`src/rtl/adc_seq_pkg.sv`:
```
package adc_seq_pkg;

    localparam int N_CH    = 8;
    localparam int CH_W    = $clog2(N_CH);
    localparam int RES_W   = 12;
    localparam int DIV_W   = 8;
    localparam int START_W = 3;
    localparam int N_TRIG  = (1 << START_W) - 2;
    localparam int WORD_W  = 32;

    // Start codes with fixed meaning; codes 2 and up select a trigger input
    localparam logic [START_W-1:0] START_IDLE = '0;
    localparam logic [START_W-1:0] START_NOW  = START_W'(1);

    // Data word bit positions
    localparam int DW_DONE  = 31;
    localparam int DW_OVR   = 30;
    localparam int DW_CH_LO = 24;
    localparam int DW_RS_LO = 4;

    typedef enum logic [1:0] {
        ST_OFF,
        ST_IDLE,
        ST_LAUNCH,
        ST_WAIT
    } seq_state_t;

    // Packed so that mask lands at bit 0 and polarity on top
    typedef struct packed {
        logic               rise;
        logic [START_W-1:0] start;
        logic               pwr;
        logic               scan;
        logic [DIV_W-1:0]   div;
        logic [N_CH-1:0]    mask;
    } ctrl_t;

    localparam int CTRL_W = $bits(ctrl_t);

endpackage

```
`src/rtl/adc_seq_clkdiv.sv`:
```
module adc_seq_clkdiv #(
    parameter int DIV_W = 8
) (
    input  logic             clk,
    input  logic             rst_n,
    input  logic             run,
    input  logic             clr,
    input  logic [DIV_W-1:0] div,
    output logic             tick
);

    logic [DIV_W-1:0] cnt_q;
    logic             at_end;

    assign at_end = (cnt_q == div);
    assign tick   = run && at_end;

    always_ff @(posedge clk or negedge rst_n) begin
        if (!rst_n) begin
            cnt_q <= '0;
        end else if (clr || !run || at_end) begin
            cnt_q <= '0;
        end else begin
            cnt_q <= cnt_q + 1'b1;
        end
    end

    AST_TICK_GAP: assert property (@(posedge clk) disable iff (!rst_n) (tick && (div != '0) && !clr) |=> !tick);

endmodule

```
`src/rtl/adc_seq_chsel.sv`:
```
module adc_seq_chsel #(
    parameter int N_CH = 8,
    parameter int CH_W = $clog2(N_CH)
) (
    input  logic [N_CH-1:0] mask,
    input  logic [CH_W-1:0] cur,
    output logic [N_CH-1:0] eff,
    output logic [CH_W-1:0] first,
    output logic [CH_W-1:0] next
);

    // Empty mask stands for channel 0 alone
    assign eff = (mask == '0) ? N_CH'(1) : mask;

    always_comb begin
        first = '0;
        for (int i = N_CH - 1; i >= 0; i--) begin
            if (eff[i]) begin
                first = CH_W'(i);
            end
        end
    end

    // Lowest enabled channel above cur, else wrap to the lowest overall
    always_comb begin
        next = first;
        for (int i = N_CH - 1; i >= 0; i--) begin
            if (eff[i] && (i > int'(cur))) begin
                next = CH_W'(i);
            end
        end
    end

endmodule

```
`src/rtl/adc_seq_trig.sv`:
```
module adc_seq_trig #(
    parameter int N_TRIG  = 6,
    parameter int START_W = 3
) (
    input  logic               clk,
    input  logic               rst_n,
    input  logic [N_TRIG-1:0]  trig_in,
    input  logic [START_W-1:0] code,
    input  logic               rise,
    output logic               hit
);

    logic [N_TRIG-1:0] meta_q, sync_q, last_q;

    always_ff @(posedge clk or negedge rst_n) begin
        if (!rst_n) begin
            meta_q <= '0;
            sync_q <= '0;
            last_q <= '0;
        end else begin
            meta_q <= trig_in;
            sync_q <= meta_q;
            last_q <= sync_q;
        end
    end

    always_comb begin
        hit = 1'b0;
        for (int i = 0; i < N_TRIG; i++) begin
            if (int'(code) == i + 2) begin
                hit = rise ? (sync_q[i] && !last_q[i]) : (!sync_q[i] && last_q[i]);
            end
        end
    end

    AST_HIT_CODE: assert property (@(posedge clk) disable iff (!rst_n) hit |-> (int'(code) >= 2));

endmodule

```
`src/rtl/adc_seq_ctrl.sv`:
```
module adc_seq_ctrl
    import adc_seq_pkg::*;
(
    input  logic                clk,
    input  logic                rst_n,
    input  logic                bus_wr,
    input  logic                bus_rd,
    input  logic                bus_addr,
    input  logic [WORD_W-1:0]   bus_wdata,
    output logic [WORD_W-1:0]   bus_rdata,
    input  logic [N_TRIG-1:0]   trig_in,
    output logic                conv_clk_en,
    output logic [CH_W-1:0]     conv_chan,
    output logic                conv_req,
    input  logic                conv_rdy,
    input  logic [RES_W-1:0]    conv_result
);

    ctrl_t      ctrl_q, ctrl_new;
    seq_state_t state_q, state_d;
    logic [CH_W-1:0]  chan_q, chan_d;
    logic [RES_W-1:0] res_q;
    logic [CH_W-1:0]  rchan_q;
    logic             done_q, ovr_q;

    logic ctrl_wr, data_rd, busy, accept, trig_hit;
    logic [N_CH-1:0] eff_cur;
    logic [CH_W-1:0] first_cur, next_cur, first_new;
    logic [N_CH-1:0] unused_eff_new;
    logic [CH_W-1:0] unused_next_new;
    logic            unused_wdata;

    assign ctrl_wr      = bus_wr && (bus_addr == 1'b0);
    assign data_rd      = bus_rd && (bus_addr == 1'b1);
    assign ctrl_new     = ctrl_t'(bus_wdata[CTRL_W-1:0]);
    assign unused_wdata = ^bus_wdata[WORD_W-1:CTRL_W];
    assign busy         = (state_q == ST_LAUNCH) || (state_q == ST_WAIT);
    assign accept       = (state_q == ST_WAIT) && conv_rdy && !ctrl_wr;

    adc_seq_clkdiv #(.DIV_W(DIV_W)) u_div (
        .clk  (clk),
        .rst_n(rst_n),
        .run  (ctrl_q.pwr),
        .clr  (ctrl_wr),
        .div  (ctrl_q.div),
        .tick (conv_clk_en)
    );

    adc_seq_chsel #(.N_CH(N_CH), .CH_W(CH_W)) u_sel_cur (
        .mask (ctrl_q.mask),
        .cur  (chan_q),
        .eff  (eff_cur),
        .first(first_cur),
        .next (next_cur)
    );

    adc_seq_chsel #(.N_CH(N_CH), .CH_W(CH_W)) u_sel_new (
        .mask (ctrl_new.mask),
        .cur  (chan_q),
        .eff  (unused_eff_new),
        .first(first_new),
        .next (unused_next_new)
    );

    adc_seq_trig #(.N_TRIG(N_TRIG), .START_W(START_W)) u_trig (
        .clk    (clk),
        .rst_n  (rst_n),
        .trig_in(trig_in),
        .code   (ctrl_q.start),
        .rise   (ctrl_q.rise),
        .hit    (trig_hit)
    );

    // Next state and channel
    always_comb begin
        state_d = state_q;
        chan_d  = chan_q;
        if (ctrl_wr) begin
            if (!ctrl_new.pwr) begin
                state_d = ST_OFF;
            end else if (busy || ctrl_new.scan || (ctrl_new.start == START_NOW)) begin
                state_d = ST_LAUNCH;
                chan_d  = first_new;
            end else begin
                state_d = ST_IDLE;
            end
        end else begin
            unique case (state_q)
                ST_OFF: begin
                    state_d = ST_OFF;
                end
                ST_IDLE: begin
                    if (!ctrl_q.scan && trig_hit) begin
                        state_d = ST_LAUNCH;
                        chan_d  = first_cur;
                    end
                end
                ST_LAUNCH: begin
                    state_d = ST_WAIT;
                end
                ST_WAIT: begin
                    if (conv_rdy) begin
                        if (ctrl_q.scan) begin
                            state_d = ST_LAUNCH;
                            chan_d  = next_cur;
                        end else begin
                            state_d = ST_IDLE;
                        end
                    end
                end
            endcase
        end
    end

    // State register
    always_ff @(posedge clk or negedge rst_n) begin
        if (!rst_n) begin
            state_q <= ST_OFF;
            chan_q  <= '0;
        end else begin
            state_q <= state_d;
            chan_q  <= chan_d;
        end
    end

    // Control and captured result
    always_ff @(posedge clk or negedge rst_n) begin
        if (!rst_n) begin
            ctrl_q  <= '0;
            res_q   <= '0;
            rchan_q <= '0;
            done_q  <= 1'b0;
            ovr_q   <= 1'b0;
        end else begin
            if (ctrl_wr) begin
                ctrl_q <= ctrl_new;
                done_q <= busy;
            end else if (accept) begin
                res_q   <= conv_result;
                rchan_q <= chan_q;
                ovr_q   <= ctrl_q.scan && done_q && !data_rd;
                done_q  <= 1'b1;
            end else if (data_rd) begin
                done_q <= 1'b0;
            end
        end
    end

    // Outputs
    always_comb begin
        conv_req  = (state_q == ST_LAUNCH);
        conv_chan = chan_q;
        if (bus_addr) begin
            bus_rdata = '0;
            bus_rdata[DW_DONE] = done_q;
            bus_rdata[DW_OVR]  = ovr_q;
            bus_rdata[DW_CH_LO +: CH_W]  = rchan_q;
            bus_rdata[DW_RS_LO +: RES_W] = res_q;
        end else begin
            bus_rdata = WORD_W'(ctrl_q);
        end
    end

    AST_OFF_QUIET:   assert property (@(posedge clk) disable iff (!rst_n) !ctrl_q.pwr |-> (!conv_req && !conv_clk_en));
    AST_REQ_SINGLE:  assert property (@(posedge clk) disable iff (!rst_n) (conv_req && !ctrl_wr) |=> !conv_req);
    AST_REQ_IN_MASK: assert property (@(posedge clk) disable iff (!rst_n) conv_req |-> eff_cur[conv_chan]);
    AST_DONE_SET:    assert property (@(posedge clk) disable iff (!rst_n) accept |=> done_q);
    AST_READ_CLR:    assert property (@(posedge clk) disable iff (!rst_n) (data_rd && !accept && !ctrl_wr) |=> !done_q);
    AST_WR_RESTART:  assert property (@(posedge clk) disable iff (!rst_n) (ctrl_wr && busy && ctrl_new.pwr) |=> (conv_req && done_q));
    AST_OVR_SCAN:    assert property (@(posedge clk) disable iff (!rst_n) $rose(ovr_q) |-> $past(ctrl_q.scan));
    AST_STRAY_RDY:   assert property (@(posedge clk) disable iff (!rst_n) (conv_rdy && (state_q != ST_WAIT) && !ctrl_wr) |=> $stable(res_q));

endmodule

```
`config.mk`:
```
export PLATFORM = sky130hd
export DESIGN_NAME = adc_seq_ctrl
export DESIGN_NICKNAME = d
export VERILOG_FILES = /design/src/rtl/adc_seq_pkg.sv /design/src/rtl/adc_seq_clkdiv.sv /design/src/rtl/adc_seq_chsel.sv /design/src/rtl/adc_seq_trig.sv /design/src/rtl/adc_seq_ctrl.sv
export SDC_FILE = /design/constraint.sdc
export NUM_CORES = 1
export LEC_CHECK = 0
export BUFFER_PORTS_ARGS = -buffer_cell sky130_fd_sc_hd__buf_4
export CORE_MARGIN = 4
export CORE_UTILIZATION = 30
export DETAILED_ROUTE_END_ITERATION = 8
export SYNTH_ARGS = -nofsm -noshare
export SYNTH_HDL_FRONTEND = slang
export SYNTH_SLANG_ARGS = --single-unit
export TNS_END_PERCENT = 30
```
`constraint.sdc`:
```
create_clock -name clk -period 2.8 [get_ports clk]
set_input_delay 0.56 -clock clk [delete_from_list [all_inputs] [get_ports clk]]
set_output_delay 0.56 -clock clk [all_outputs]
set_load 0.03 [all_outputs]
```
# Yosys cells after proc, flatten, opt, wreduce, memory -nomap -nowiden
# Index checks and enable logic that the tools add are counted.
# W data, S select, Z words.
[word_totals] register_bits=70 in_bits=56 output_inout_bits=37
[classes] addsub=1 magnitude_cmp=7 n_eq_ne=16 n_mux=56 bitwise_logic=2 reduce_logical=56
[ops] op="$mux W3" n=29
[ops] op="$mux W32" n=1
[ops] op="$logic_and A1 B1 Y1" n=27
[ops] op="$mux W8" n=3
[ops] op="$logic_not A1 Y1" n=16
[ops] op="$logic_not A8 Y1" n=2
[ops] op="$mux W1" n=15
[ops] op="$eq A3 B3 Y1 const B" n=4
[ops] op="$gt A3 B3 Y1 const A" n=4
[ops] op="$mux W2" n=6
[ops] op="$ne A3 B3 Y1 const B" n=3
[ops] op="$add A8 B1 Y8 const B" n=1
[ops] op="$eq A8 B8 Y1" n=1
[ops] op="$pmux W2 S4" n=1
[ops] op="$eq A3 B1 Y1 const B" n=2
[ops] op="$gt A2 B3 Y1 const A" n=2
[ops] op="$pmux W3 S2" n=1
[ops] op="$reduce_and A6 Y1" n=1
[ops] op="$reduce_bool A3 Y1" n=2
[ops] op="$logic_or A1 B1 Y1" n=5
[ops] op="$eq A2 B2 Y1 const B" n=2
[ops] op="$reduce_and A2 Y1" n=2
[ops] op="$eq A3 B2 Y1 const B" n=1
[ops] op="$gt A1 B3 Y1 const A" n=1
[ops] op="other kinds (5)" n=6

# Depth between registers and ports, before layout
# Gate-level depths: netlist (run 1).
[logic_depth] word_depth=21 ltp_mapped=7 ltp_nobuf=6

# Hierarchy
# Synthesis (run 1) repeated with hierarchy kept, for this count alone.
[unflattened] hier_cells=399 area_unflattened_um2=3863.7
[by_module_without_submodules] module="adc_seq_ctrl" n_inst=1 cells_each=211 area_per_inst_um2=2167.1 seq_area_each_um2=1101.1
[by_module_without_submodules] module="adc_seq_trig" n_inst=1 cells_each=40 area_per_inst_um2=619.3 seq_area_each_um2=450.4
[by_module_without_submodules] module="adc_seq_chsel" n_inst=2 cells_each=51 area_per_inst_um2=302.8 seq_area_each_um2=0.0
[by_module_without_submodules] module="adc_seq_clkdiv" n_inst=1 cells_each=46 area_per_inst_um2=471.7 seq_area_each_um2=200.2

# Worst setup path before layout (run 1)
# Ideal clock, no wire load.
[synth_path] path_kind="input to output" start="input port bus_addr" end="output port bus_rdata[5]" arrival_ps=1416 required_ps=2240 path_slack_ps=824 stages=2 path_cell_list="clkbuf_1 o21ai_0"
[synth_via] elab_chain_cells=1
[synth_lines] item="start: declaration" line="adc_seq_ctrl.sv:8" rtl="input logic bus_addr,"
[synth_lines] item="$mux W32" line="adc_seq_ctrl.sv:153" rtl="if (bus_addr) begin"
[synth_lines] item="end: declaration" line="adc_seq_ctrl.sv:10" rtl="output logic [WORD_W-1:0] bus_rdata,"
# Every way passes these cells.

# Worst setup path after layout (run 1)
[layout_path] start="register state_q[1]" end="register chan_q[2] (netlist: conv_chan[2])"
[layout_via] elab_chain_cells=6 word_cells_on_any_way=14 cone_classes="eq/ne: 7; mux: 2; reduce/logical: 5"
[layout_lines] item="start: declaration" line="adc_seq_ctrl.sv:20" rtl="seq_state_t state_q, state_d;"
[layout_lines] item="start signal: assignment" line="adc_seq_ctrl.sv:121" rtl="state_q <= state_d;"
[layout_lines] item="$eq A2 B2 Y1, on equally long branches" line="adc_seq_ctrl.sv:37, adc_seq_ctrl.sv:88"
[layout_lines] item="$logic_or A1 B1 Y1" line="adc_seq_ctrl.sv:37" rtl="assign busy = (state_q == ST_LAUNCH) || (state_q == ST_WAIT);"
[layout_lines] item="$logic_or A1 B1 Y1 (2 in a row)" line="adc_seq_ctrl.sv:81" rtl="end else if (busy || ctrl_new.scan || (ctrl_new.start == START_NOW)) begin"
[layout_lines] item="$ne A2 B1 Y1 (no source line)"
[layout_lines] item="$reduce_and A6 Y1 (no source line)"
[layout_lines] item="end signal: assignment" line="adc_seq_ctrl.sv:122" rtl="chan_q <= chan_d;"
[layout_lines] item="end: declaration" line="adc_seq_ctrl.sv:21" rtl="logic [CH_W-1:0] chan_q, chan_d;"
# Several ways; a longest one is shown, not always the timed one.
# A chain may end at the register's enable or synchronous reset.

==> summary.log, run 1 <==
qor: routing.drc 0
qor: routing.met1Wirelength 3650 µm
qor: yosys.yosysSeqAreaShare 0.513
qor: power_and_ir_drop.internal-power 2.37 mW
qor: grt.overflow 0
qor: yosys.synth-edff-count 0
qor: hold_path.tightest_hold_check_type input port to flop
qor: grt.wire_length_of_the_first_global_routing_pass 14100 µm
qor: clocking.holdBufCountCts 0
qor: yosys.postSynthCellCount 350
qor: setup_path.timing.critical_path.from_type flop
qor: die.floorplan.core_area 11000 µm²
qor: routing.drt_first_pass_iters 4
qor: setup_path.timing.critical_path.arrival 2350 ps
qor: timing.timing.slew.headroom 0.411
qor: timing.fmaxAchievable 467 MHz
qor: die.ios 93
qor: clocking.cts_root_buf sky130_fd_sc_hd__clkbuf_16
qor: setup_path.worstPathBufferInverterCount 0
qor: routing.violation_count_after_the_first_detailed_routing_iteration 162
qor: setup_path.crit_path_cell_trace nand2_1, nor3_1, nor2_1, a311o_2, nand2_1, mux2_1
qor: timing.setup_tns_after_final_layout 0 ps
qor: timing.final_period_demand_of_the_worst_path 2140 ps
qor: routing.detail-route-antenna-nets 0
qor: grt.vias_in_the_first_global_route 2840
qor: clocking.worst_skew_late_latency 330 ps
qor: timing.final-hold-violation-count 0
qor: setup_path.cp_data_required_time 3010 ps
qor: die.fp-row-count 38
qor: power_and_ir_drop.comb_power_share 0.305
qor: cells_and_area.mostFrequentLayoutCells sky130_fd_sc_hd__buf_4, sky130_fd_sc_hd__nand2_1, sky130_fd_sc_hd__dfrtp_1
qor: routing.wl_met3 415 µm
qor: status.status complete, no violations
qor: setup_path.slowest_stage sky130_fd_sc_hd__dfrtp_1
qor: routing.avg_vias_per_cell 4.81
qor: clocking.cts.reportedPaths.clkPinSlew 70 ps
qor: routing.detailroute.via_count 2733
qor: die.die_width 115 µm
qor: setup_path.critPathMostFrequentCell sky130_fd_sc_hd__nand2_1
qor: yosys.syn-cell-area 3410 µm²
qor: place.place_congestion 0.880
qor: power_and_ir_drop.share_of_total_power_in_sequential_cells 0.390
qor: yosys.ys_dominant_reg_cell sky130_fd_sc_hd__dfrtp_1
qor: clocking.clock_tree_from_tritoncts built
qor: power_and_ir_drop.p_leak 2.06 nW
qor: die.die_h 115 µm
qor: clocking.post_cts.repair.setup_buffers 0
qor: power_and_ir_drop.share_clk_of_total_power 0.305
qor: cells_and_area.final_net_count 480
qor: setup_path.timing.setup.critical_path_class flop to flop
qor: timing.tightestPinTransition 883 ps
qor: setup_path.critical_path_peak_fanout 9
qor: clocking.cts_sink_cnt 70
qor: setup_path.type_of_destination_of_the_critical_path flop
qor: die.initial_core_util 0.311
qor: clocking.cts_buffers 9
qor: timing.maxSlewViolCount 0
qor: yosys.postSynth.asyncResetShare 1.00
qor: power_and_ir_drop.power.net_switching 1.31 mW
qor: grt.track_usage 0.136
qor: routing.detail_route.wirelength 8400 µm
qor: setup_path.worst_path_dominant_cell_family simple AND/OR/NAND/NOR gates
qor: routing.wire_per_inst 14.8 µm
qor: timing.count_of_final_setup_violators 0
qor: timing.finalHoldWorstSlack 331 ps
qor: yosys.synth.ff_latch_count 70
qor: power_and_ir_drop.power_per_cell_area 838 nW/µm²
qor: power_and_ir_drop.switching_share 0.356
qor: cells_and_area.syn2layout_area_growth 28.8%
qor: job.maximum_capacitance_violations 0
qor: cells_and_area.diodes 0
qor: timing.grt_setup_unrepaired no
qor: place.buffer_ports.inserted 77
qor: routing.top_signal_layer_used met4
qor: timing.timing.final.crit_share 0.764
qor: yosys.synthDistinctLibCells 49
qor: routing.met2_wirelength 4230 µm
qor: place.detailed_place_hpwl 6210 µm
qor: clocking.cts-root-to-sink-buffers 2
qor: cells_and_area.mostFrequentLayoutCell sky130_fd_sc_hd__buf_4
qor: grt.grt_start_max_net_pins 71
qor: cells_and_area.fin_util 0.400
qor: clocking.cts.htree.levels 3
qor: setup_path.critPathMaxStageDelay 500 ps
qor: yosys.synth_area_per_cell 9.75 µm²
qor: die.die_area 13100 µm²
qor: yosys.ys.warnings.count 0
qor: timing.clock-skew-final 8.72 ps
qor: power_and_ir_drop.vdd_drop_max 0.319 mV
qor: clocking.cts.repair.resized 0
qor: power_and_ir_drop.overall_power 3.68 mW
qor: cells_and_area.post_route_cells_drive_above_1_share 0.294
qor: grt.grt_antenna_before_repair 0
-- flip-flops by register name, summed over array words and instances, names as in the netlist, 2 cells and up --
register,flops
u_trig.meta_q,6
u_trig.sync_q,6
res_q,12
state_q,2
rchan_q,3
u_div.cnt_q,8
u_trig.last_q,6
ctrl_q,22
conv_chan,3
-- area by class of cell --
class,instances,area (µm²)
Multi-Input combinational cell,251,1530
Timing Repair Buffer,81,608
Clock buffer,9,225
Fill cell,1077,6590
Inverter,10,37.5
Clock inverter,7,68.8
Tap cell,140,175
Sequential cell,70,1750
-- cells by family (layout without fill, tap and decap cells) --
| kind of cell | Yosys count | in the layout | share of synthesized area |
|---|---|---|---|
| AO/OA/AOI/OAI | 46 | 46 | 0.0902 |
| XOR/XNOR | 14 | 14 | 0.0359 |
| adder cells (fa/ha/maj) | 1 | 1 | 0.00367 |
| buffers and inverters | 33 | 107 | 0.0436 |
| flip-flops | 70 | 70 | 0.513 |
| multiplexers | 30 | 30 | 0.105 |
| other | 1 | 5 | 0.00110 |
| AND/OR/NAND/NOR | 155 | 155 | 0.207 |
-- power by group through the flow --
| stage | Clock, mW | Sequential (mW) | Combinational [mW] |
|---|---|---|---|
| 2_1_floorplan | 0 | 1.38 | 0.822 |
| 3_3_place_gp | 0 | 1.44 | 1.12 |
| 3_5_place_dp | 0 | 1.45 | 1.13 |
| 4_1_cts | 1.15 | 1.43 | 1.14 |
| 5_1_grt | 1.20 | 1.47 | 1.24 |
| 6_report | 1.12 | 1.44 | 1.12 |
-- stage by stage --
step / instances / setup slack, ps / instance area, µm²
CTS: 568 / 662 / 4400
floorplan: 354 / 824 / 3430
global route: 568 / 442 / 4400
finish: 568 / 660 / 4400
detailed placement: 552 / 545 / 4100
global placement: 552 / 581 / 4100
-- cells in the mapped netlist, drive strengths merged, types with 2 or more instances --
library cell  number  area share
nor2b             11       0.020
nor3b              3      0.0066
nor3               3      0.0044
o22ai              2      0.0037
inv               10       0.011
nand2             76       0.084
and2               6       0.011
a311oi             2      0.0051
buf               14       0.023
o21ai             12       0.018
o31ai              2      0.0044
xor2               3      0.0077
a21oi             10       0.015
xnor2             11       0.028
nor4               2      0.0037
o21bai             2      0.0044
mux2              27       0.089
a22oi              2      0.0044
mux4               2       0.013
nand2b            10       0.018
dfrtp             70        0.51
clkbuf             9      0.0099
nand4              3      0.0055
a21o               2      0.0044
nand3             12       0.018
nor2              24       0.026
-- per-layer routing --
| metal | track usage | vias up |
|---|---|---|
| met5 | 0 | - |
| met4 | 0.0515 | 0 |
| met3 | 0.0338 | 12 |
| met2 | 0.226 | 76 |
| met1 | 0.172 | 1318 |
| li1 | - | 1327 |
-- final timing paths --
path                                         endpoint                        from  slack [ps]  cells past startpoint
setup / recovery             conv_chan[2]$_DFFE_PN0P_      state_q[1]$_DFFE_PN0P_         660                      6
hold / removal             u_trig.meta_q[3]$_DFF_PN0_                  trig_in[3]         330                      1
setup reg to reg             conv_chan[2]$_DFFE_PN0P_      state_q[1]$_DFFE_PN0P_         660                      6
hold reg to reg            u_trig.sync_q[2]$_DFF_PN0_  u_trig.meta_q[2]$_DFF_PN0_         350                      0
max in group asynchronous        res_q[1]$_DFFE_PN0P_                       rst_n        1880                      1
min in group asynchronous      ctrl_q[14]$_DFFE_PN0P_                       rst_n         360                      1
Note: power is estimated with default switching activity, not from simulation.
==> inputs of run 2 (changes only) <==
--- a/config.mk
+++ b/config.mk
@@ -5,6 +5,7 @@
 export SDC_FILE = /design/constraint.sdc
 export NUM_CORES = 1
 export LEC_CHECK = 0
+export ABC_AREA = 1
 export BUFFER_PORTS_ARGS = -buffer_cell sky130_fd_sc_hd__buf_4
 export CORE_MARGIN = 4
 export CORE_UTILIZATION = 30
==> constraint.sdc (replaced) <==
create_clock -name clk -period 1.8 [get_ports clk]
set_input_delay 0.36 -clock clk [delete_from_list [all_inputs] [get_ports clk]]
set_output_delay 0.36 -clock clk [all_outputs]
set_load 0.03 [all_outputs]
==> run 2 against run 1 <==
Net effect:
- the flow now finishes with violations (setup timing)
- flip-flop and latch count unchanged
- via count up 10%
- critical path depth fell by 1
- highest routed layer unchanged
- sequential share of layout area fell by 0.88 points
- combinational power is 63% higher
- first-iteration DRC count grew 39%
- clock-buffer cell count is 1 higher
- largest cell class unchanged
- setup slack worse by 820 ps
- non-clock buffer count rose by 7
- utilization grew 1.1 points
- synthesized cell count increased by 24%
==> summary.log, run 2 <==
qor: status.status complete, but fails checks
qor: status.violations setup timing
qor: place.buffer_ports.inserted 77 [unchanged]
qor: grt.wire_length_of_the_first_global_routing_pass 14200 µm [+0.53%]
qor: cells_and_area.syn2layout_area_growth 32.8%
qor: clocking.cts.htree.levels 3 [unchanged]
qor: setup_path.critical_path_peak_fanout 2 [-7]
qor: setup_path.startpoint_of_the_lowest_slack_register_to_register_path ctrl_q[21]$_DFFE_PN0P_
qor: clocking.clock_tree_from_tritoncts built
qor: yosys.synthDistinctLibCells 31 [-37%]
qor: yosys.synth-edff-count 0 [unchanged]
qor: cells_and_area.final_net_count 577 [+20%]
qor: setup_path.type_of_destination_of_the_critical_path output pin
qor: yosys.synth.top_cells.by_area sky130_fd_sc_hd__dfrtp_1, sky130_fd_sc_hd__nand2_1, sky130_fd_sc_hd__o21ai_0
qor: clocking.cts-root-to-sink-buffers 2 [unchanged]
qor: grt.grt_start_max_net_pins 71 [unchanged]
qor: timing.final_period_demand_of_the_worst_path 1960 ps
qor: setup_path.timing.critical_path.arrival 1600 ps [-750 ps]
qor: timing.maxSlewViolCount 0 [unchanged]
qor: die.initial_core_util 0.310 [-0.00117]
qor: cells_and_area.post_route_cells_drive_above_1_share 0.217 [-0.0772]
qor: setup_path.crit_path_start ctrl_q[13]$_DFFE_PN0P_
qor: yosys.postSynthCellCount 434 [+24%]
qor: yosys.postSynth.asyncResetShare 1.00 [unchanged]
qor: power_and_ir_drop.p_leak 2.35 nW [+14%]
qor: clocking.cts_buffers 9 [unchanged]
qor: setup_path.timing.critical_path.from_type flop
qor: clocking.holdBufCountCts 0 [unchanged]
qor: place.place_congestion 0.836 [-4.9%]
qor: yosys.synth_area_per_cell 7.80 µm² [-20%]
qor: cells_and_area.mostFrequentLayoutCell sky130_fd_sc_hd__nand2_1
qor: timing.finalHoldWorstSlack 35.8 ps [-295 ps]
qor: power_and_ir_drop.vdd_drop_max 0.394 mV [+23%]
qor: grt.track_usage 0.136 [about the same]
qor: die.fp-row-count 38 [unchanged]
qor: yosys.ys_dominant_reg_cell sky130_fd_sc_hd__dfrtp_1
qor: job.maximum_capacitance_violations 0 [unchanged]
qor: cells_and_area.mostFrequentLayoutCells sky130_fd_sc_hd__nand2_1, sky130_fd_sc_hd__buf_4, sky130_fd_sc_hd__dfrtp_1
qor: clocking.cts_root_buf sky130_fd_sc_hd__clkbuf_16
qor: timing.timing.final.crit_share 1.09
qor: clocking.cts.reportedPaths.clkPinSlew 60 ps [about the same]
qor: clocking.worst_skew_late_latency 320 ps [about the same]
qor: grt.vias_in_the_first_global_route 2907 [+2.4%]
qor: grt.grt_antenna_before_repair 0 [unchanged]
qor: power_and_ir_drop.overall_power 5.71 mW [+55%]
qor: cells_and_area.seq_area 1750 µm² [unchanged]
qor: cells_and_area.largest_register_ff_count 22 [unchanged]
qor: cells_and_area.multiInputGateArea 1370 µm² [-10%]
qor: yosys.synthDominantAreaCellType sky130_fd_sc_hd__dfrtp_1
qor: yosys.synth.ff_latch_count 70 [unchanged]
qor: place.pre_cts_ws 67.6 ps [-477 ps]
qor: routing.detail_route.wirelength 8720 µm [+3.8%]
qor: yosys.ys_top_cells_by_count sky130_fd_sc_hd__nand2_1, sky130_fd_sc_hd__dfrtp_1, sky130_fd_sc_hd__inv_1
qor: die.die_width 114 µm [-0.38%]
qor: cells_and_area.largest_registers ctrl_q (22), res_q (12), u_div.cnt_q (8)
qor: timing.fmaxAchievable 511 MHz
qor: routing.violation_count_after_the_first_detailed_routing_iteration 225 [+39%]
qor: hold_path.tightest_hold_check_type input port to async pin
qor: routing.wire_per_inst 13.1 µm [-11%]
qor: timing.timing.final.ws_setup -157 ps [-817 ps]
qor: cells_and_area.top_register ctrl_q
qor: routing.detail-route-antenna-nets 0 [unchanged]
qor: yosys.yosysSeqAreaShare 0.517 [+0.00417]
qor: routing.drt_first_pass_iters 5 [+1]
qor: routing.detailroute.via_count 3009 [+10%]
qor: timing.clock-skew-final 3.91 ps [-4.81 ps]
qor: cells_and_area.num-fill-cells 1129 [+4.8%]
qor: die.floorplan.core_area 10900 µm² [-0.43%]
qor: cells_and_area.diodes 0 [unchanged]
qor: routing.avg_vias_per_cell 4.52 [-6.0%]
qor: setup_path.timing.setup.critical_path_class flop to output pin
qor: place.detailed_place_hpwl 6480 µm [+4.3%]
qor: yosys.ys.warnings.count 0 [unchanged]
qor: yosys.syn-cell-area 3390 µm² [-0.81%]
qor: grt.overflow 0 [unchanged]
qor: die.die_h 114 µm [-0.38%]
qor: timing.count_of_final_setup_violators 1 [+1]
qor: die.die_area 13000 µm² [-0.75%]
qor: setup_path.cp_data_required_time 1440 ps [-1570 ps]
qor: power_and_ir_drop.power_per_cell_area 1270 nW/µm² [+52%]
qor: yosys.synthDominantCellAreaShare 0.517 [+0.00417]
qor: die.ios 93 [unchanged]
qor: yosys.most_common_cell_in_the_netlist sky130_fd_sc_hd__nand2_1
qor: clocking.cts_sink_cnt 70 [unchanged]
qor: timing.grt_setup_unrepaired yes
qor: routing.drc 0 [unchanged]
qor: timing.final-hold-violation-count 0 [unchanged]
==> run 2: path summary, 6_finish.rpt <==
check                                        endpoint  slack, ps  depth (start not counted)
max                                       conv_clk_en       -160                          5
min                              res_q[0]$_DFFE_PN0P_         40                          2
max reg2reg                  conv_chan[0]$_DFFE_PN0P_        180                         12
min reg2reg                u_trig.sync_q[2]$_DFF_PN0_        350                          0
max in group asynchronous  u_trig.last_q[2]$_DFF_PN0_       1460                          2
min in group clk           u_trig.meta_q[4]$_DFF_PN0_        140                          1
==> run 2: power breakdown <==
| part | total, mW | switching, mW | leakage (nW) | internal [mW] |
|---|---|---|---|---|
| sequential | 2.10 | 0.204 | 0.865 | 1.89 |
| clock | 1.79 | 0.673 | 0.145 | 1.12 |
| combinational | 1.83 | 1.17 | 1.34 | 0.664 |
==> run 2: area by class of cell <==
class | count | share of cell area
Sequential cell | 70 | 0.390
Multi-Input combinational cell | 295 | 0.305
Tap cell | 140 | 0.0390
Timing Repair Buffer | 88 | 0.151
Clock buffer | 10 | 0.0532
Inverter | 56 | 0.0468
Clock inverter | 6 | 0.0159
==> run 2: per-stage QoR <==
stage / utilization / setup TNS, ps / cell area (µm²) / cells
6_report: 0.411 / -157 / 4500 / 665
5_1_grt: 0.411 / -235 / 4500 / 665
4_1_cts: 0.410 / -204 / 4480 / 664
3_5_place_dp: 0.380 / 0 / 4150 / 647
3_3_place_gp: 0.380 / 0 / 4150 / 647
2_1_floorplan: - / 0 / 3400 / 438
==> run 2: what timing repair did <==
action                                  4_1_cts  5_1_grt
resized for setup                             3        2
buffers inserted                              1        1
pin swaps                                     2        2
endpoints found under the setup margin        1        2
==> run 2: routing by layer <==
metal	up-vias	wire, µm	track usage
li1	1530	-	-
met1	1382	4130	0.192
met2	93	4000	0.209
met3	4	533	0.0344
met4	0	55	0.0388
met5	-	0	0
==> run 2: cell families after synthesis <==
kind of cell | Yosys count | synth area share
AND/OR/NAND/NOR | 207 | 0.253
buffers and inverters | 73 | 0.0868
XOR/XNOR | 9 | 0.0233
flip-flops | 70 | 0.517
adder cells (fa/ha/maj) | 1 | 0.00369
other | 1 | 0.00111
AO/OA/AOI/OAI | 73 | 0.115
==> run 2: critical path, cell delays in order, from the launching register on <==
cell and delay [ps]:
sky130_fd_sc_hd__dfrtp_1 400, sky130_fd_sc_hd__xor2_1 180, sky130_fd_sc_hd__nor4_2 280, sky130_fd_sc_hd__nand2_1 130, sky130_fd_sc_hd__nor2_2 140, sky130_fd_sc_hd__buf_6 150
==> inputs of run 3 (changes only) <==
--- a/config.mk
+++ b/config.mk
@@ -8,8 +8,9 @@
 export ABC_AREA = 1
 export BUFFER_PORTS_ARGS = -buffer_cell sky130_fd_sc_hd__buf_4
 export CORE_MARGIN = 4
-export CORE_UTILIZATION = 30
+export CORE_UTILIZATION = 47
 export DETAILED_ROUTE_END_ITERATION = 8
+export PLACE_DENSITY = 0.76
 export SYNTH_ARGS = -nofsm -noshare
 export SYNTH_HDL_FRONTEND = slang
 export SYNTH_SLANG_ARGS = --single-unit
==> run 3 against run 2 <==
Net effect:
- the run still ends with setup timing left
- critical endpoint unchanged
- largest power group unchanged
- highest routed layer unchanged
- critical path depth unchanged
- die area decreased by 34%
- combinational power about the same
- routed wire length decreased by 5.1%
==> summary.log, run 3 (synthesis results as in run 2) <==
qor: power_and_ir_drop.share_clk_of_total_power 0.240 [-0.073]
qor: place.place_congestion 0.917 [+9.6%]
qor: hold_path.tightest_hold_check_type input port to flop
qor: cells_and_area.design_area 4340 µm² [-3.5%]
qor: setup_path.type_of_destination_of_the_critical_path output pin
qor: grt.grt_antenna_before_repair 0 [unchanged]
qor: cells_and_area.largest_registers ctrl_q (22), res_q (12), u_div.cnt_q (8)
qor: setup_path.crit_end conv_clk_en
qor: timing.final_period_demand_of_the_worst_path 1950 ps [-6.93 ps]
qor: clocking.cts_sink_cnt 70 [unchanged]
qor: timing.timing.final.ws_setup -150 ps [+6.93 ps]
qor: clocking.cts-root-to-sink-buffers 2 [unchanged]
qor: cells_and_area.largest_register_ff_count 22 [unchanged]
qor: status.violations setup timing
qor: cells_and_area.top_register ctrl_q
qor: timing.final-hold-violation-count 0 [unchanged]
qor: grt.wire_length_of_the_first_global_routing_pass 14200 µm [+0.45%]
qor: power_and_ir_drop.comb_power_share 0.354 [+0.034]
qor: timing.maxSlewViolCount 0 [unchanged]
qor: cells_and_area.mostFrequentLayoutCell sky130_fd_sc_hd__nand2_1
qor: power_and_ir_drop.power.net_switching 1.99 mW [-2.5%]
qor: timing.clock-skew-final 5.15 ps [+1.24 ps]
qor: setup_path.critical_path_peak_fanout 2 [unchanged]
qor: setup_path.startpoint_of_the_lowest_slack_register_to_register_path ctrl_q[21]$_DFFE_PN0P_
qor: cells_and_area.diodes 0 [unchanged]
qor: grt.track_usage 0.207 [+0.0701]
qor: cells_and_area.fin_util 0.628 [+0.217]
qor: timing.grt_setup_unrepaired yes
qor: status.status complete, but fails checks
qor: cells_and_area.final_net_count 579 [+0.35%]
qor: die.die_area 8630 µm² [-34%]
qor: cells_and_area.mostFrequentLayoutCells sky130_fd_sc_hd__nand2_1, sky130_fd_sc_hd__buf_4, sky130_fd_sc_hd__dfrtp_1
qor: place.buffer_ports.inserted 77 [unchanged]
qor: setup_path.timing.setup.critical_path_class flop to output pin
qor: cells_and_area.num-fill-cells 659 [-42%]
qor: routing.detailroute.via_count 3117 [+3.6%]
qor: power_and_ir_drop.p_leak 2.31 nW [-1.9%]
qor: cells_and_area.post_route_cells_drive_above_1_share 0.214 [-0.00272]
qor: routing.drc 0 [unchanged]
qor: routing.detail_route.wirelength 8280 µm [-5.1%]
qor: die.floorplan.core_area 6910 µm² [-37%]
qor: power_and_ir_drop.vdd_drop_max 0.569 mV [+45%]
qor: die.fp-row-count 30 [-21%]
qor: routing.detail-route-antenna-nets 0 [unchanged]
qor: routing.avg_vias_per_cell 5.00 [+11%]
qor: grt.vias_in_the_first_global_route 3197 [+10%]
qor: timing.timing.final.crit_share 1.08 [-0.00385]
qor: grt.grt_start_max_net_pins 37 [-48%]
qor: timing.setup_tns_after_final_layout -150 ps [+6.93 ps]
qor: routing.wire_per_inst 13.3 µm [+1.3%]
qor: routing.violation_count_after_the_first_detailed_routing_iteration 178 [-21%]
qor: power_and_ir_drop.share_of_total_power_in_sequential_cells 0.406 [+0.039]
qor: place.detailed_place_hpwl 6230 µm [-3.9%]
qor: setup_path.cp_data_required_time 1440 ps [about the same]
qor: power_and_ir_drop.power_per_cell_area 1200 nW/µm² [-5.9%]
qor: power_and_ir_drop.internal-power 3.20 mW [-13%]
qor: setup_path.timing.critical_path.from_type flop
qor: setup_path.ff2ff_setup_slack 140 ps [-40 ps]
qor: setup_path.r2r_end conv_chan[0]$_DFFE_PN0P_
qor: clocking.cts_root_buf sky130_fd_sc_hd__clkbuf_8
qor: clocking.worst_skew_late_latency 340 ps [+20 ps]
qor: timing.finalHoldWorstSlack 119 ps [+83.2 ps]
qor: setup_path.timing.reg2reg.worst_path_depth 12 [unchanged]
qor: die.ios 93 [unchanged]
qor: clocking.clock_tree_from_tritoncts built
qor: timing.count_of_final_setup_violators 1 [unchanged]
qor: hold_path.min-delay-start trig_in[0]
qor: place.placement.cell_area 4100 µm² [-1.3%]
qor: grt.overflow 0 [unchanged]
qor: clocking.cts_buffers 9 [unchanged]
qor: cells_and_area.syn2layout_area_growth 28.1%
qor: timing.fmaxAchievable 513 MHz [+0.36%]
qor: die.die_h 92.9 µm [-19%]
qor: power_and_ir_drop.switching_share 0.384 [+0.0262]
qor: routing.drt_first_pass_iters 5 [unchanged]
qor: die.initial_core_util 0.490 [+0.181]
qor: job.maximum_capacitance_violations 0 [unchanged]
qor: setup_path.timing.critical_path.arrival 1590 ps [about the same]
qor: clocking.cts.reportedPaths.clkPinSlew 80 ps [+20 ps]
qor: clocking.cts.htree.levels 3 [unchanged]
qor: die.die_width 92.9 µm [-19%]
qor: setup_path.crit_path_start ctrl_q[13]$_DFFE_PN0P_
-- run 3: timing repair --
item / in CTS / in global routing
endpoints found under the setup margin: 1 / 3
endpoints found under the hold margin: 34 / 0
hold buffers: 1 / 0
setup buffers: 3 / 0
resized for setup: 2 / 3
gates cloned: 0 / 0
pin swaps: 3 / 1
-- run 3: power by group through the flow --
stage	registers, mW	clock network, mW	logic (mW)
after floorplan	2.13	0	1.15
after detailed placement	2.12	0	1.81
final	2.11	1.25	1.83
after CTS	2.10	1.29	1.83
after global routing	2.14	1.36	2.04
after global placement	2.11	0	1.76
-- run 3: stage by stage --
step	std cells	setup slack [ps]	power (mW)
floorplan	438	126	3.28
global placement	603	108	3.87
detailed placement	603	100	3.93
CTS	623	-194	5.22
global route	623	-260	5.54
finish	623	-150	5.19
-- run 3: critical path, cell delays in order, from the launching register on --
cell and delay (ps):
sky130_fd_sc_hd__dfrtp_1 410, sky130_fd_sc_hd__xor2_1 170, sky130_fd_sc_hd__nor4_1 280, sky130_fd_sc_hd__nand2_1 130
sky130_fd_sc_hd__nor2_2 130, sky130_fd_sc_hd__buf_6 140
-- run 3: routing by layer --
layer	track usage	vias to the layer above	share of wire
li1	-	1529	-
met1	0.255	1452	0.42
met2	0.358	119	0.50
met3	0.0504	17	0.064
met4	0.0598	0	0.018
met5	0	-	0
-- run 3: worst min path at each step --
stage | to | slack (ps) | cells past startpoint
2_1_floorplan | conv_chan[0]$_DFFE_PN0P_ | 60 | 0
3_3_place_gp | u_trig.sync_q[0]$_DFF_PN0_ | 330 | 0
3_5_place_dp | res_q[9]$_DFFE_PN0P_ | 340 | 1
4_1_cts | u_trig.meta_q[4]$_DFF_PN0_ | 100 | 1
5_1_grt | u_trig.meta_q[4]$_DFF_PN0_ | 90 | 1
6_report | u_trig.meta_q[0]$_DFF_PN0_ | 120 | 1
-- run 3: cell type report --
| type | instances | area [µm²] | share of cell area |
|---|---|---|---|
| clock buffer | 9 | 124 | 0.0286 |
| multi-input combinational | 295 | 1360 | 0.314 |
| tap | 96 | 120 | 0.0277 |
| clock inverter | 7 | 75.1 | 0.0173 |
| inverter | 56 | 213 | 0.0490 |
| timing repair buffer | 90 | 694 | 0.160 |
| sequential | 70 | 1750 | 0.404 |
